==> src/rtl/hub_port_pkg.sv <==
// Package: shared bit positions, request and sequencer encodings for the
// root hub port status block. Assumes a 32-bit register view.
package hub_port_pkg;

    localparam int ST_CONN = 0;
    localparam int ST_EN   = 1;
    localparam int ST_SUSP = 2;
    localparam int ST_OVC  = 3;
    localparam int ST_RST  = 4;
    localparam int CF_EN   = 17;
    localparam int CF_SUSP = 18;
    localparam int CF_OVC  = 19;
    localparam int CF_RST  = 20;

    typedef enum logic [2:0] {
        REQ_NONE, REQ_DISABLE, REQ_ENABLE, REQ_SUSPEND, REQ_RESUME, REQ_RESET
    } port_req_e;

    typedef enum logic [2:0] {
        SQ_IDLE, SQ_RESET, SQ_RDRIVE, SQ_REOP, SQ_RSYNC
    } seq_state_e;

    // Pick one request out of the control bits; reset has highest priority.
    function automatic port_req_e decode_req(input logic [4:0] ctl);
        if (ctl[4])      return REQ_RESET;
        else if (ctl[0]) return REQ_DISABLE;
        else if (ctl[1]) return REQ_ENABLE;
        else if (ctl[2]) return REQ_SUSPEND;
        else if (ctl[3]) return REQ_RESUME;
        else             return REQ_NONE;
    endfunction

endpackage

==> src/rtl/hub_port_defer.sv <==
// Module: one-entry holding register for software writes. Every write is
// captured; it is released (apply) on the first cycle the bus is idle.
// Writes that arrive while one is held merge: clear bits OR, and a
// non-empty later request replaces the held one.
module hub_port_defer
    import hub_port_pkg::*;
(
    input  logic      clk,
    input  logic      rst_n,
    input  logic      wr_en,
    input  logic [31:0] wdata,
    input  logic      xact_busy,
    output logic      apply,
    output logic [3:0] apply_clr,
    output port_req_e apply_req
);

    logic      pend;
    logic [3:0] pend_clr;
    port_req_e pend_req;
    port_req_e new_req;
    logic      unused_wbits;

    assign new_req      = decode_req(wdata[4:0]);
    assign unused_wbits = ^{wdata[31:21], wdata[16:5]};
    assign apply        = pend && !xact_busy;
    assign apply_clr    = pend_clr;
    assign apply_req    = pend_req;

    // Capture, merge or release the held write.
    always_ff @(posedge clk) begin
        if (!rst_n) begin
            pend     <= 1'b0;
            pend_clr <= '0;
            pend_req <= REQ_NONE;
        end else if (wr_en) begin
            pend <= 1'b1;
            if (apply || !pend) begin
                pend_clr <= wdata[CF_RST:CF_EN];
                pend_req <= new_req;
            end else begin
                pend_clr <= pend_clr | wdata[CF_RST:CF_EN];
                if (new_req != REQ_NONE) pend_req <= new_req;
            end
        end else if (apply) begin
            pend <= 1'b0;
        end
    end

endmodule

==> src/rtl/hub_port_seq.sv <==
// Module: reset / resume sequencer with one shared down-counter.
// Reset: RST_CYC cycles of drive. Resume: DRV_CYC drive, EOP_CYC low,
// SYNC_CYC wait. Assumes every phase length is at least 1 and that the
// caller never starts a reset while one is running.
module hub_port_seq
    import hub_port_pkg::*;
#(
    parameter int RST_CYC  = 480000,
    parameter int DRV_CYC  = 960000,
    parameter int EOP_CYC  = 64,
    parameter int SYNC_CYC = 144000
) (
    input  logic clk,
    input  logic rst_n,
    input  logic start_reset,
    input  logic start_resume,
    input  logic abort,
    output logic drive_reset,
    output logic drive_resume,
    output logic reset_done,
    output logic resume_done,
    output logic seq_idle
);

    localparam int MAXC1 = (RST_CYC > DRV_CYC) ? RST_CYC : DRV_CYC;
    localparam int MAXC2 = (EOP_CYC > SYNC_CYC) ? EOP_CYC : SYNC_CYC;
    localparam int MAXC  = (MAXC1 > MAXC2) ? MAXC1 : MAXC2;
    localparam int CW    = $clog2(MAXC + 1);

    seq_state_e    st;
    logic [CW-1:0] cnt;
    logic          cnt_zero;

    assign cnt_zero     = (cnt == '0);
    assign drive_reset  = (st == SQ_RESET);
    assign drive_resume = (st == SQ_RDRIVE);
    assign reset_done   = (st == SQ_RESET) && cnt_zero;
    assign resume_done  = (st == SQ_RSYNC) && cnt_zero && !abort;
    assign seq_idle     = (st == SQ_IDLE);

    // Phase state and counter; a reset start overrides any resume phase.
    always_ff @(posedge clk) begin
        if (!rst_n) begin
            st  <= SQ_IDLE;
            cnt <= '0;
        end else if (start_reset) begin
            st  <= SQ_RESET;
            cnt <= CW'(RST_CYC - 1);
        end else if (abort && st != SQ_RESET && st != SQ_IDLE) begin
            st  <= SQ_IDLE;
        end else begin
            case (st)
                SQ_IDLE: if (start_resume) begin
                    st  <= SQ_RDRIVE;
                    cnt <= CW'(DRV_CYC - 1);
                end
                SQ_RESET: if (cnt_zero) st <= SQ_IDLE;
                          else cnt <= cnt - 1'b1;
                SQ_RDRIVE: if (cnt_zero) begin
                    st  <= SQ_REOP;
                    cnt <= CW'(EOP_CYC - 1);
                end else cnt <= cnt - 1'b1;
                SQ_REOP: if (cnt_zero) begin
                    st  <= SQ_RSYNC;
                    cnt <= CW'(SYNC_CYC - 1);
                end else cnt <= cnt - 1'b1;
                SQ_RSYNC: if (cnt_zero) st <= SQ_IDLE;
                          else cnt <= cnt - 1'b1;
                default: st <= SQ_IDLE;
            endcase
        end
    end

endmodule

==> src/rtl/hub_port_status.sv <==
// Module: status and change-flag register for one root hub port.
// Writes pass through a deferral stage; timed sequences come from the
// sequencer. Hardware set beats software clear on a change flag.
// Assumes port_conn and port_ovc are already synchronised to clk.
module hub_port_status
    import hub_port_pkg::*;
#(
    parameter int CYC_PER_MS = 48000,
    parameter int EOP_CYC    = 64
) (
    input  logic        clk,
    input  logic        rst_n,
    input  logic        wr_en,
    input  logic [31:0] wdata,
    output logic [31:0] rdata,
    input  logic        port_conn,
    input  logic        port_ovc,
    input  logic        xact_busy,
    output logic        reset_drive,
    output logic        resume_drive
);

    localparam int RST_CYC  = 10 * CYC_PER_MS;
    localparam int DRV_CYC  = 20 * CYC_PER_MS;
    localparam int SYNC_CYC = 3 * CYC_PER_MS;

    logic      wr_apply;
    logic [3:0] wr_clr;
    logic [3:0] clr_now;
    port_req_e wr_req;
    logic      conn_q, ovc_q, en_q, susp_q;
    logic      chg_en, chg_susp, chg_ovc, chg_rst;
    logic      start_reset, start_resume, seq_abort;
    logic      reset_done, resume_done, seq_idle;
    logic      dis_evt, sw_disable;

    hub_port_defer u_defer (
        .clk       (clk),
        .rst_n     (rst_n),
        .wr_en     (wr_en),
        .wdata     (wdata),
        .xact_busy (xact_busy),
        .apply     (wr_apply),
        .apply_clr (wr_clr),
        .apply_req (wr_req)
    );

    hub_port_seq #(
        .RST_CYC  (RST_CYC),
        .DRV_CYC  (DRV_CYC),
        .EOP_CYC  (EOP_CYC),
        .SYNC_CYC (SYNC_CYC)
    ) u_seq (
        .clk          (clk),
        .rst_n        (rst_n),
        .start_reset  (start_reset),
        .start_resume (start_resume),
        .abort        (seq_abort),
        .drive_reset  (reset_drive),
        .drive_resume (resume_drive),
        .reset_done   (reset_done),
        .resume_done  (resume_done),
        .seq_idle     (seq_idle)
    );

    assign clr_now      = wr_apply ? wr_clr : 4'b0000;
    assign dis_evt      = en_q && ((conn_q && !port_conn) || (!ovc_q && port_ovc));
    assign sw_disable   = wr_apply && (wr_req == REQ_DISABLE);
    assign start_reset  = wr_apply && (wr_req == REQ_RESET) && conn_q && !reset_drive;
    assign start_resume = wr_apply && (wr_req == REQ_RESUME) && susp_q && seq_idle;
    assign seq_abort    = dis_evt || sw_disable;

    // Sample the port inputs for status and edge detection.
    always_ff @(posedge clk) begin
        if (!rst_n) begin
            conn_q <= 1'b0;
            ovc_q  <= 1'b0;
        end else begin
            conn_q <= port_conn;
            ovc_q  <= port_ovc;
        end
    end

    // Enabled and suspended state, in event priority order.
    always_ff @(posedge clk) begin
        if (!rst_n) begin
            en_q   <= 1'b0;
            susp_q <= 1'b0;
        end else begin
            if (reset_done)                     en_q <= port_conn;
            else if (start_reset)               en_q <= 1'b0;
            else if (dis_evt || sw_disable)     en_q <= 1'b0;
            else if (wr_apply && wr_req == REQ_ENABLE && conn_q && !ovc_q)
                                                en_q <= 1'b1;

            if (reset_done || start_reset || dis_evt || sw_disable || resume_done)
                susp_q <= 1'b0;
            else if (wr_apply && wr_req == REQ_SUSPEND && en_q && seq_idle)
                susp_q <= 1'b1;
        end
    end

    // Sticky change flags: set events win over write-1-to-clear.
    always_ff @(posedge clk) begin
        if (!rst_n) begin
            chg_en   <= 1'b0;
            chg_susp <= 1'b0;
            chg_ovc  <= 1'b0;
            chg_rst  <= 1'b0;
        end else begin
            chg_en  <= dis_evt | (chg_en & ~clr_now[0]);
            chg_ovc <= (ovc_q != port_ovc) | (chg_ovc & ~clr_now[2]);
            chg_rst <= reset_done | (chg_rst & ~clr_now[3]);
            if (reset_done) chg_susp <= 1'b0;
            else            chg_susp <= resume_done | (chg_susp & ~clr_now[1]);
        end
    end

    // Assemble the read view; unassigned positions read zero.
    always_comb begin
        rdata          = '0;
        rdata[ST_CONN] = conn_q;
        rdata[ST_EN]   = en_q;
        rdata[ST_SUSP] = susp_q;
        rdata[ST_OVC]  = ovc_q;
        rdata[ST_RST]  = reset_drive;
        rdata[CF_EN]   = chg_en;
        rdata[CF_SUSP] = chg_susp;
        rdata[CF_OVC]  = chg_ovc;
        rdata[CF_RST]  = chg_rst;
    end

endmodule

==> config.mk <==
export PLATFORM = sky130hd
export DESIGN_NAME = hub_port_status
export DESIGN_NICKNAME = d
export VERILOG_FILES = /design/src/rtl/hub_port_pkg.sv /design/src/rtl/hub_port_defer.sv /design/src/rtl/hub_port_seq.sv /design/src/rtl/hub_port_status.sv
export SDC_FILE = /design/constraint.sdc
export NUM_CORES = 1
export LEC_CHECK = 0
export BUFFER_PORTS_ARGS = -buffer_cell sky130_fd_sc_hd__buf_2
export CORE_UTILIZATION = 30
export DETAILED_ROUTE_END_ITERATION = 10
export MAX_ROUTING_LAYER = met4
export PLACE_DENSITY = 0.53
export RECOVER_POWER = 50
export SKIP_LAST_GASP = 1
export SYNTH_ARGS = -nofsm -noshare
export SYNTH_HDL_FRONTEND = slang
export SYNTH_SLANG_ARGS = --single-unit
==> constraint.sdc <==
create_clock -name clk -period 2.4 [get_ports clk]
set_input_delay 0.48 -clock clk [delete_from_list [all_inputs] [get_ports clk]]
set_output_delay 0.48 -clock clk [all_outputs]
set_load 0.05 [all_outputs]
==> impl_metrics.py <==
metrics = {
    "drt": {
        "dr.pass1.iters": 7,
        "drt_drc_violations_left": 8,
        "post_drt_via_cell_ratio": 5.36,
        "postRouteWirelength_um": 7050,
        "vias": 2564,
        "post_drt_wl_per_cell_um": 14.8,
        "detailedRoute.firstIterationViolations": 144,
        "detail-route-antenna-nets": 0,
    },
    "synthesis": {
        "most_repeated_cell_in_the_gate_level_netlist_after_synthesis": "sky130_fd_sc_hd__dfxtp_1",
        "synth_commonest_cells": "39 x sky130_fd_sc_hd__dfxtp_1, 36 x sky130_fd_sc_hd__buf_4, 28 x sky130_fd_sc_hd__nor2_1, 27 x sky130_fd_sc_hd__nand2_1, 23 x sky130_fd_sc_hd__a21oi_1",
        "postSynthRegisterBits": 39,
        "syn_avg_cell_area_um2": 8.14,
        "synth.lib_cells_used.distinct": 64,
        "synthesis.yosys.warnings": 0,
        "synth-edff-count": 0,
        "synthCells": 337,
        "synth_top_area_cell": "sky130_fd_sc_hd__dfxtp_1",
        "netlist_area_um2": 2740,
        "synth_sequential_area_ratio_pct": 28.5,
        "asyncSetResetFlopFracSynth_pct": 0,
        "postSynth.topFlopCell": "sky130_fd_sc_hd__dfxtp_1",
        "synth_top_cell_area_share_pct": 28.5,
        "yosys-top-cells-area": "sky130_fd_sc_hd__dfxtp_1 28%, sky130_fd_sc_hd__buf_4 9.9%, sky130_fd_sc_hd__o211a_1 4.7%",
    },
    "floorplan": {
        "die_width_um": 97.6,
        "design.core.area_um2": 8810,
        "row_count": 34,
        "boundaryPins": 72,
        "die_height_um": 97.6,
        "start_util_pct": 31.1,
        "design.die.area_um2": 9530,
    },
    "job": {
        "maxCapViolCount": 0,
    },
    "timing": {
        "headroom_to_the_max_slew_limit_pct": 32.5,
        "setup_tns_ns": 0,
        "report.final.hold_viol_count": 0,
        "post-route-period-util_pct": 93.4,
        "grt_setup_unrepaired": "no",
        "final.min_clock_period_ns": 2.24,
        "slew_violations": 0,
        "setup_viol_count_final": 0,
        "tightestPinTransition_ns": 1.01,
        "timing.fmax_mhz": 446,
        "fin_hold_ws_ns": 0.406,
        "skew_ns": 0.00639,
    },
    "finish": {
        "layout-drive-gt1-share_pct": 19.2,
        "final-seq-area_um2": 781,
        "final-instance-count-excl-fill": 478,
        "nNetsFinal": 410,
        "area_used_by_multi_input_combinational_logic_um2": 1690,
        "nFillCells": 927,
        "antenna_cells_inserted": 0,
        "area_delta_synth_final_pct": 9.95,
    },
    "setup_path": {
        "path_max_fanout": 11,
        "crit_path_start": "u_seq.cnt[4]",
        "timing.critical_path.to_type": "flip-flop",
        "cp.arrival_ns": 2.44,
        "timing.critical_path.from_type": "flip-flop",
        "worstReg2RegStart": "u_seq.cnt[4]",
        "cp_data_required_time_ns": 2.59,
        "worst-setup-path-type": "flip-flop to flip-flop",
    },
    "power": {
        "pwr-share-clk_pct": 11.4,
        "internal_power_w": 0.00200,
        "sequentialPowerShare_pct": 27.6,
        "p_per_area_nw_per_um2": 1320,
        "pwr-share-comb_pct": 61.0,
        "finalPower_w": 0.00399,
        "peak_vdd_ir_uv": 383,
        "net-switching-power_w": 0.00200,
        "cellLeakagePower_nw": 1.29,
        "p_sw_share_pct": 50.0,
    },
    "grt": {
        "grt_util_all_layers_pct": 15.7,
        "gr-usage-met3_pct": 2.01,
        "global_route.peak_usage_layer": "met2",
        "global_route.usage.met2_pct": 23.2,
        "via_count_of_the_first_global_routing_pass": 2369,
        "wire_length_of_the_first_global_routing_pass_um": 11800,
        "grt_overflow": 0,
        "globalRouteMet1Util_pct": 21.7,
        "initial_antenna_violation_count": 0,
        "grt_start_max_net_pins": 23,
    },
    "cts": {
        "cts_root_buf": "sky130_fd_sc_hd__clkbuf_8",
        "clock_insertion_delay_worst_skew_ns": 0.30,
        "tritoncts_clock_tree": "built",
        "clock_sinks": 39,
        "cts_buffers": 5,
        "path_clk_slew_ns": 0.08,
        "clockBufferDepth": 2,
        "htree_levels": 2,
        "post_cts.resized_instances": 0,
    },
    "outcome": {
        "violations_in_the_final_reports": "DRC",
        "run_status": "finished with violations",
    },
    "place": {
        "finalWeightedCongestion": 0.856,
        "placed_cells_incl_taps": 469,
        "io_buffers": 25,
        "dp_hpwl_um": 5380,
    },
    "hold_path": {
        "worst_hold_path_type": "input port to flip-flop",
        "hold_start": "port_ovc",
    },
}
==> metal layers <==
metal,share of wire (%),up-vias
met3,5.5,13
met2,44,80
met1,49,1213
met4,2.1,0
li1,-,1258
met5,0,-
==> cells by family (layout without fill, tap and decap cells) <==
logic type      count (synthesis)  after routing  synth area share (%)
simple gates                  127            127                  26.3
compound gates                105            105                  28.2
fa+ha+maj                       3              3                  1.37
buf+inv                        54             65                  13.0
flops                          39             39                  28.5
other cells                     1             23                 0.137
xor+xnor                        8              8                  2.55
==> power groups by stage <==
stage	Clock [W]	Combinational, W	Sequential, W
2_1_floorplan	0	0.00185	0.00103
3_3_place_gp	0	0.00239	0.00110
3_5_place_dp	0	0.00240	0.00111
4_1_cts	0.000478	0.00241	0.00110
5_1_grt	0.000499	0.00271	0.00114
6_report	0.000456	0.00244	0.00110
==> cells in the final DEF (no fill, tap or decap), types with 4 or more instances in the layout <==
cell type and n:
sky130_fd_sc_hd__nand2b_1 4, sky130_fd_sc_hd__buf_2 16, sky130_fd_sc_hd__buf_4 24, sky130_fd_sc_hd__clkbuf_8 5, sky130_fd_sc_hd__nor2_1 27, sky130_fd_sc_hd__nand2_1 27, sky130_fd_sc_hd__conb_1 23, sky130_fd_sc_hd__a211oi_1 5
sky130_fd_sc_hd__o21ai_0 19, sky130_fd_sc_hd__a21boi_0 6, sky130_fd_sc_hd__nor3_1 8, sky130_fd_sc_hd__nor4_1 5, sky130_fd_sc_hd__xor2_1 7, sky130_fd_sc_hd__a21oi_1 23, sky130_fd_sc_hd__nand3_1 12, sky130_fd_sc_hd__o211a_1 13
sky130_fd_sc_hd__dfxtp_1 39, sky130_fd_sc_hd__and2_1 4, sky130_fd_sc_hd__a22oi_1 5, sky130_fd_sc_hd__nand4_1 4, sky130_fd_sc_hd__nor2b_1 10, sky130_fd_sc_hd__clkbuf_1 11, sky130_fd_sc_hd__inv_1 6
==> critical path, stage by stage, from the launching register on <==
cell                       delay (ns)
sky130_fd_sc_hd__dfxtp_1         0.37
sky130_fd_sc_hd__nor4_1          0.45
sky130_fd_sc_hd__and4_1          0.43
sky130_fd_sc_hd__nand2_2         0.21
sky130_fd_sc_hd__a211oi_1        0.39
sky130_fd_sc_hd__o32ai_1         0.15
sky130_fd_sc_hd__o211a_1         0.13
==> through the flow <==
stage                     setup slack (ns)  util (%)  instance area, um2
after detailed placement            0.0628      33.4                2940
after global routing                0.0552      34.2                3020
after floorplan                      0.187         -                2830
final                                0.158      34.2                3020
after global placement              0.0572      33.4                2940
after CTS                            0.108      34.4                3030
==> repair_timing <==
action                     CTS  global route
setup buffers                0             1
hold buffers                 0             0
setup endpoints to repair    0             4
==> final cells by class <==
cell class	count	area share, %
multi-input cells	266	55.9
inverters	6	0.747
clock inverters	3	0.664
well taps	108	4.48
repair buffers	51	10.0
clock buffers	5	2.28
flip-flops and latches	39	25.9
==> registers in the layout (all words and copies together), names as in the netlist <==
| name | count |
|---|---|
| u_seq.cnt | 20 |
| u_defer.apply_clr | 4 |
| u_defer.apply_req | 3 |
| u_seq.st | 3 |
| chg_en | 1 |
| chg_ovc | 1 |
| chg_rst | 1 |
| chg_susp | 1 |
| conn_q | 1 |
| en_q | 1 |
| ovc_q | 1 |
| susp_q | 1 |
| u_defer.pend | 1 |
==> final timing paths <==
path / end / slack [ns] / cells past startpoint
setup / recovery: u_seq.cnt[6] / 0.16 / 6
hold / removal: ovc_q / 0.41 / 2
setup reg to reg: u_seq.cnt[6] / 0.16 / 6
hold reg to reg: chg_susp / 0.45 / 2
(Power assumes the default switching activity.)
